### src/rtl/pci_bar_pkg.sv
package pci_bar_pkg;
   localparam int unsigned NUM_SLOTS = 6;
   localparam int unsigned ROM_INDEX = NUM_SLOTS;
   localparam int unsigned IDX_W     = $clog2(NUM_SLOTS + 1);
   localparam int unsigned CFG_DW_W  = 6;
   localparam int unsigned SLOT_DW0  = 4;   // byte offset 10h
   localparam int unsigned ROM_DW    = 12;  // byte offset 30h

   typedef enum logic [1:0] {
      BAR_OFF   = 2'd0,
      BAR_MEM32 = 2'd1,
      BAR_MEM64 = 2'd2,
      BAR_IO    = 2'd3
   } bar_kind_e;

   // Writable bits of a low DWORD for a window of 2^l bytes
   function automatic logic [31:0] low_wmask(int unsigned l);
      if (l >= 32) return 32'h0;
      return ~((32'h1 << l) - 32'h1);
   endfunction

   // Writable bits of the high DWORD of a 64-bit window of 2^l bytes
   function automatic logic [31:0] high_wmask(int unsigned l);
      if (l <= 32) return 32'hFFFF_FFFF;
      return ~((32'h1 << (l - 32)) - 32'h1);
   endfunction

   // Offset bits of a window of 2^l bytes
   function automatic logic [63:0] span_mask(int unsigned l);
      if (l >= 64) return 64'hFFFF_FFFF_FFFF_FFFF;
      return (64'h1 << l) - 64'h1;
   endfunction

   // Read-only type bits of a slot
   function automatic logic [31:0] attr_bits(logic [1:0] kind, logic pref);
      case (kind)
         BAR_MEM32: return {28'h0, pref, 3'b000};
         BAR_MEM64: return {28'h0, pref, 3'b100};
         BAR_IO:    return 32'h1;
         default:   return 32'h0;
      endcase
   endfunction
endpackage

### src/rtl/pci_bar_slot.sv
module pci_bar_slot
   import pci_bar_pkg::*;
#(
   parameter logic [31:0] WMASK = 32'h0,
   parameter logic [31:0] ATTR  = 32'h0
) (
   input  logic        clk,
   input  logic        rst_n,
   input  logic        wr_en,
   input  logic [31:0] wr_data,
   output logic [31:0] rd_data,
   output logic [31:0] base_bits
);
   logic [31:0] base_q;

   always_ff @(posedge clk or negedge rst_n) begin
      if (!rst_n)     base_q <= 32'h0;
      else if (wr_en) base_q <= wr_data & WMASK;
   end

   assign base_bits = base_q;
   assign rd_data   = base_q | ATTR;
endmodule

### src/rtl/pci_bar_match.sv
module pci_bar_match
   import pci_bar_pkg::*;
#(
   parameter int unsigned LOG2     = 12,
   parameter bit          IO_SPACE = 1'b0
) (
   input  logic        enable,
   input  logic [63:0] base,
   input  logic [63:0] addr,
   input  logic        is_io,
   output logic        hit,
   output logic [63:0] offset
);
   localparam logic [63:0] SPAN = span_mask(LOG2);

   assign hit    = enable && (is_io == IO_SPACE) && (((addr ^ base) & ~SPAN) == 64'h0);
   assign offset = addr & SPAN;
endmodule

### src/rtl/pci_bar_file.sv
module pci_bar_file
   import pci_bar_pkg::*;
#(
   parameter logic [NUM_SLOTS-1:0][1:0] SLOT_KIND = {2'd1, 2'd0, 2'd0, 2'd2, 2'd3, 2'd1},
   parameter logic [NUM_SLOTS-1:0][5:0] SLOT_LOG2 = {6'd4, 6'd0, 6'd0, 6'd20, 6'd5, 6'd12},
   parameter logic [NUM_SLOTS-1:0]      SLOT_PREF = 6'b100100,
   parameter int unsigned               ROM_LOG2  = 11
) (
   input  logic                clk,
   input  logic                rst_n,
   input  logic                cfg_we,
   input  logic [CFG_DW_W-1:0] cfg_dw,
   input  logic [31:0]         cfg_wdata,
   output logic [31:0]         cfg_rdata,
   input  logic                dec_valid,
   input  logic                dec_io,
   input  logic [63:0]         dec_addr,
   output logic                dec_hit,
   output logic [IDX_W-1:0]    dec_index,
   output logic [63:0]         dec_offset
);
   localparam int unsigned NUM_WIN = NUM_SLOTS + 1;

   logic [31:0]        slot_rd  [NUM_SLOTS];
   logic [31:0]        slot_val [NUM_SLOTS];
   logic [NUM_WIN-1:0] win_hit;
   logic [63:0]        win_off  [NUM_WIN];
   logic [31:0]        rom_rd;

   // ---------------- window slots ----------------
   for (genvar i = 0; i < NUM_SLOTS; i++) begin : g_slot
      localparam int unsigned PREV  = (i > 0) ? i - 1 : 0;
      localparam int unsigned NEXT  = (i < NUM_SLOTS - 1) ? i + 1 : i;
      localparam logic [1:0]  KIND  = SLOT_KIND[i];
      localparam int unsigned LOG2  = SLOT_LOG2[i];
      localparam bit          UPPER = (i > 0) && (SLOT_KIND[PREV] == BAR_MEM64);
      localparam logic [31:0] WMASK = UPPER ? high_wmask(SLOT_LOG2[PREV]) :
                                      (KIND == BAR_OFF) ? 32'h0 : low_wmask(LOG2);
      localparam logic [31:0] ATTR  = UPPER ? 32'h0 : attr_bits(KIND, SLOT_PREF[i]);

      if (UPPER && KIND != BAR_OFF) begin : g_bad_pair
         $error("slot after a 64-bit window must be configured unused");
      end
      if (KIND == BAR_MEM64 && i == NUM_SLOTS - 1) begin : g_bad_last
         $error("64-bit window cannot occupy the last slot");
      end
      if (KIND == BAR_MEM32 && (LOG2 < 4 || LOG2 > 31)) begin : g_bad_m32
         $error("32-bit memory window size out of range");
      end
      if (KIND == BAR_MEM64 && (LOG2 < 4 || LOG2 > 63)) begin : g_bad_m64
         $error("64-bit memory window size out of range");
      end
      if (KIND == BAR_IO && (LOG2 < 2 || LOG2 > 31)) begin : g_bad_io
         $error("I/O window size out of range");
      end

      pci_bar_slot #(
         .WMASK (WMASK),
         .ATTR  (ATTR)
      ) u_slot (
         .clk       (clk),
         .rst_n     (rst_n),
         .wr_en     (cfg_we && (cfg_dw == CFG_DW_W'(SLOT_DW0 + i))),
         .wr_data   (cfg_wdata),
         .rd_data   (slot_rd[i]),
         .base_bits (slot_val[i])
      );

      if (KIND != BAR_OFF && !UPPER) begin : g_win
         logic [63:0] base64;
         if (KIND == BAR_MEM64) begin : g_wide
            assign base64 = {slot_val[NEXT], slot_val[i]};
         end else begin : g_narrow
            assign base64 = {32'h0, slot_val[i]};
         end
         pci_bar_match #(
            .LOG2     (LOG2),
            .IO_SPACE (KIND == BAR_IO)
         ) u_match (
            .enable (1'b1),
            .base   (base64),
            .addr   (dec_addr),
            .is_io  (dec_io),
            .hit    (win_hit[i]),
            .offset (win_off[i])
         );
      end else begin : g_nowin
         assign win_hit[i] = 1'b0;
         assign win_off[i] = 64'h0;
      end
   end

   // ---------------- expansion ROM window ----------------
   if (ROM_LOG2 != 0) begin : g_rom
      logic [31:0] rom_val;
      if (ROM_LOG2 < 11 || ROM_LOG2 > 31) begin : g_bad_rom
         $error("ROM window size out of range");
      end
      pci_bar_slot #(
         .WMASK (low_wmask(ROM_LOG2) | 32'h1),
         .ATTR  (32'h0)
      ) u_rom (
         .clk       (clk),
         .rst_n     (rst_n),
         .wr_en     (cfg_we && (cfg_dw == CFG_DW_W'(ROM_DW))),
         .wr_data   (cfg_wdata),
         .rd_data   (rom_rd),
         .base_bits (rom_val)
      );
      pci_bar_match #(
         .LOG2     (ROM_LOG2),
         .IO_SPACE (1'b0)
      ) u_match (
         .enable (rom_val[0]),
         .base   ({32'h0, rom_val[31:1], 1'b0}),
         .addr   (dec_addr),
         .is_io  (dec_io),
         .hit    (win_hit[ROM_INDEX]),
         .offset (win_off[ROM_INDEX])
      );
   end else begin : g_norom
      assign rom_rd             = 32'h0;
      assign win_hit[ROM_INDEX] = 1'b0;
      assign win_off[ROM_INDEX] = 64'h0;
   end

   // ---------------- configuration read ----------------
   always_comb begin
      cfg_rdata = 32'h0;
      for (int k = 0; k < NUM_SLOTS; k++) begin
         if (cfg_dw == CFG_DW_W'(SLOT_DW0 + k)) cfg_rdata = slot_rd[k];
      end
      if (cfg_dw == CFG_DW_W'(ROM_DW)) cfg_rdata = rom_rd;
   end

   // ---------------- priority pick and output register ----------------
   logic             pick_hit;
   logic [IDX_W-1:0] pick_idx;
   logic [63:0]      pick_off;

   always_comb begin
      pick_hit = 1'b0;
      pick_idx = '0;
      pick_off = 64'h0;
      for (int k = NUM_WIN - 1; k >= 0; k--) begin
         if (win_hit[k]) begin
            pick_hit = 1'b1;
            pick_idx = IDX_W'(k);
            pick_off = win_off[k];
         end
      end
   end

   always_ff @(posedge clk or negedge rst_n) begin
      if (!rst_n) begin
         dec_hit    <= 1'b0;
         dec_index  <= '0;
         dec_offset <= 64'h0;
      end else if (dec_valid && pick_hit) begin
         dec_hit    <= 1'b1;
         dec_index  <= pick_idx;
         dec_offset <= pick_off;
      end else begin
         dec_hit    <= 1'b0;
         dec_index  <= '0;
         dec_offset <= 64'h0;
      end
   end
endmodule

### config.mk
export PLATFORM = sky130hd
export DESIGN_NAME = pci_bar_file
export DESIGN_NICKNAME = d
export VERILOG_FILES = /design/src/rtl/pci_bar_pkg.sv /design/src/rtl/pci_bar_slot.sv /design/src/rtl/pci_bar_match.sv /design/src/rtl/pci_bar_file.sv
export SDC_FILE = /design/constraint.sdc
export NUM_CORES = 1
export LEC_CHECK = 0
export BUFFER_PORTS_ARGS = -buffer_cell sky130_fd_sc_hd__clkbuf_2
export CORE_UTILIZATION = 55
export CTS_CLUSTER_SIZE = 10
export DETAILED_ROUTE_END_ITERATION = 16
export HOLD_SLACK_MARGIN = 0.05
export MAX_ROUTING_LAYER = met4
export PLACE_DENSITY = 0.86
export SLEW_MARGIN = 20
export SYNTH_ARGS = -nofsm -noshare
export SYNTH_HDL_FRONTEND = slang
export SYNTH_SLANG_ARGS = --single-unit
### constraint.sdc
create_clock -name clk -period 2.54 [get_ports clk]
set_input_delay 0.127 -clock clk [delete_from_list [all_inputs] [get_ports clk]]
set_output_delay 0.127 -clock clk [all_outputs]
set_load 0.005 [all_outputs]
==> flow_metrics.py <==
metrics = {
    "clock_tree": {
        "ctsResizeCount": 0,
        "cts_inserted_buffers": 17,
        "clock_latency_ns": 0.44,
        "max-clock-path-buffers": 2,
        "cts.sinks": 165,
        "clk_pin_slew_ns": 0.07,
        "cts_max_level": 4,
        "cts_tree": "yes",
        "cts-root-buf": "clkbuf_16",
    },
    "critical_path": {
        "path_buf_inv": 0,
        "end_kind": "flip-flop",
        "reg2reg_from": "g_rom.u_rom.base_bits[11]",
        "cp-start-kind": "flip-flop",
        "cp_max_fo": 6,
        "max_stage_delay_ns": 0.66,
        "worstPathCellList": "xnor2_1 > nand4_1 > nor4_1 > o2111ai_1 > a31oi_2 > and2_1",
        "crit_path_start": "g_rom.u_rom.base_bits[11]",
        "cpLargestDelayFamily": "simple AND/OR/NAND/NOR gates",
        "crit_slowest_cell": "nor4_1",
        "arrival_ns": 2.90,
        "crit_required_ns": 2.91,
        "path_class": "flip-flop to flip-flop",
    },
    "detailed_routing": {
        "wl_per_cell_um": 23.4,
        "ant_nets": 0,
        "drc": 0,
        "first_iter_violations": 875,
        "via_per_inst": 5.92,
        "vias": 7171,
        "first_pass_iters": 6,
        "routed_wl_um": 28300,
    },
    "yosys": {
        "netlist_top_cells_count": "165 x dfrtp_1, 109 x mux2_2, 75 x xor2_1",
        "ys_ff_latch": 165,
        "synth.most_common_cell": "dfrtp_1",
        "synth_cell_types": 50,
        "synthTopCellsByArea": "dfrtp_1 45%, mux2_2 14%, xor2_1 7.2%",
        "synth_edf_count": 0,
        "ys_async_sr_fraction": 1.00,
        "syn_inst": 759,
        "syn_area_per_cell_um2": 12.0,
        "synth_area_mm2": 0.00909,
        "synth_top_cell_by_area": "dfrtp_1",
        "synth_top_area_share": 0.454,
        "synth_warnings": 0,
        "ys_seq_area_frac": 0.454,
        "synthFlopType": "dfrtp_1",
    },
    "power": {
        "power_leakage_uw": 0.00569,
        "ir_drop_mv": 0.559,
        "combPwrFrac": 0.178,
        "swShare": 0.288,
        "switchingPower_uw": 2090,
        "p_total_uw": 7270,
        "p_int_uw": 5170,
        "seqPwrFrac": 0.445,
        "clockPowerShare": 0.377,
        "powerDensity_mw_per_mm2": 643,
    },
    "die": {
        "fp.dieH_um": 131,
        "ios": 207,
        "start_util": 0.568,
        "dieArea_mm2": 0.0170,
        "fp.dieW_um": 131,
        "core_mm2": 0.0160,
        "row_count": 46,
    },
    "placement": {
        "gp_congestion": 0.993,
        "port_buffers": 162,
        "dp.final_hpwl_um": 20600,
        "dp.cells": 1118,
    },
    "timing": {
        "slew_headroom": 0.489,
        "holdWs_ns": 0.0641,
        "finalHoldViolCount": 0,
        "worstMarginPinSlew_ns": 0.767,
        "slew_violations": 0,
        "finalCriticalPeriod_ns": 2.53,
        "rsz0062_at_grt": "false",
        "period_share": 0.996,
        "fmax_mhz": 395,
        "finClkSkew_ns": 0.00973,
        "setup_viol_count_final": 0,
        "fin_tns_setup_ns": 0,
    },
    "cells_and_area": {
        "syn2layout_area_growth_pct": 24.3,
        "finalNonFillerCells": 1211,
        "drive_gt1_frac": 0.364,
        "nets": 1087,
    },
    "global_routing": {
        "grt_max_degree": 74,
        "track_usage": 0.362,
        "grt_pass1_wl_um": 42200,
        "grt_pass1_vias": 7225,
        "grt-ovfl-total": 0,
        "antenna_found_initial": 2,
    },
    "run_status": {
        "outcome": "completed",
    },
    "run": {
        "drv_cap": 0,
    },
    "hold_path": {
        "hp-class": "input pin to flip-flop",
        "hp-start": "dec_addr[13]",
    },
}
## sequential cells by signal (all words and copies together) (netlist names)
name / flops
dec_index: 3
dec_offset: 20
dec_hit: 1
g_rom.u_rom.base_bits: 22
g_slot.u_slot.base_bits: 119
## metrics by stage
step,setup WS (ns),util,cell area [µm²]
4_1_cts,0.133,0.706,11300
6_report,0.00921,0.706,11300
3_3_place_gp,0.179,0.630,10100
5_1_grt,0.0716,0.706,11300
2_1_floorplan,0.527,-,9250
3_5_place_dp,0.153,0.630,10100
## metal layers
layer,GRT usage,routed length (µm),vias up
li1,-,-,3058
met1,0.418,10500,3524
met2,0.565,13500,489
met3,0.112,2870,100
met4,0.197,1440,0
met5,-,0,-
## timing repair
action / CTS / global route
hold buffers: 58 / 0
buffers inserted: 0 / 1
endpoints found under the setup margin: 0 / 2
hold endpoints to repair: 226 / 0
## final cells by class
cell class,count,area [µm²]
Antenna cell,2,5.00
Clock buffer,19,453
Timing Repair Buffer,252,1700
Fill cell,1057,4700
Clock inverter,13,170
Tap cell,216,270
Multi-Input combinational cell,522,4490
Sequential cell,165,4130
Inverter,22,82.6
## power groups by stage
stage / Sequential (µW) / Clock [µW] / Combinational [µW]
2_1_floorplan: 3180 / 0 / 780
3_3_place_gp: 3250 / 0 / 1160
3_5_place_dp: 3270 / 0 / 1180
4_1_cts: 3230 / 2750 / 1260
5_1_grt: 3270 / 2850 / 1360
6_report: 3240 / 2740 / 1290
## worst paths after layout
check / endpoint / slack (ns) / cells after the start
max in group asynchronous: g_rom.u_rom.base_bits[15] / 1.51 / 3
worst min-delay path: dec_offset[13] / 0.06 / 2
worst max-delay path: dec_offset[7] / 0.009 / 6
worst min register to register: g_rom.u_rom.base_bits[23] / 0.54 / 1
worst max register to register: dec_offset[7] / 0.009 / 6
min in group asynchronous: g_slot[1].u_slot.base_bits[26] / 0.28 / 2
## cell families (layout without fill, tap and decap cells)
family | after synthesis | in the layout | share of synthesized area
flip-flops | 165 | 165 | 0.454
multiplexers | 154 | 154 | 0.204
buffers and inverters | 115 | 306 | 0.0703
AO/OA/AOI/OAI | 48 | 48 | 0.0461
other | 1 | 46 | 0.000413
XOR/XNOR | 135 | 135 | 0.131
AND/OR/NAND/NOR | 141 | 141 | 0.0935
## cells in the final DEF (no fill, tap or decap), types with 4 or more instances in the layout
cell,netlist,routed
dfrtp_1,165,165
clkbuf_2,0,161
mux2_2,109,109
xor2_1,75,75
xnor2_1,59,59
dlygate4sd3_1,0,58
conb_1,1,44
nand2_1,34,34
mux2_1,34,34
buf_4,46,27
a222oi_1,26,26
nor4_1,24,24
inv_1,21,21
nand4_1,20,20
clkbuf_16,0,17
and2_1,16,16
nand3_1,12,12
mux4_2,11,11
a21oi_1,10,10
nor2_1,6,6
buf_12,0,5
nand2b_1,4,4
nor3_1,4,4
inv_6,0,4
Note: power is estimated with default switching activity, not from simulation.
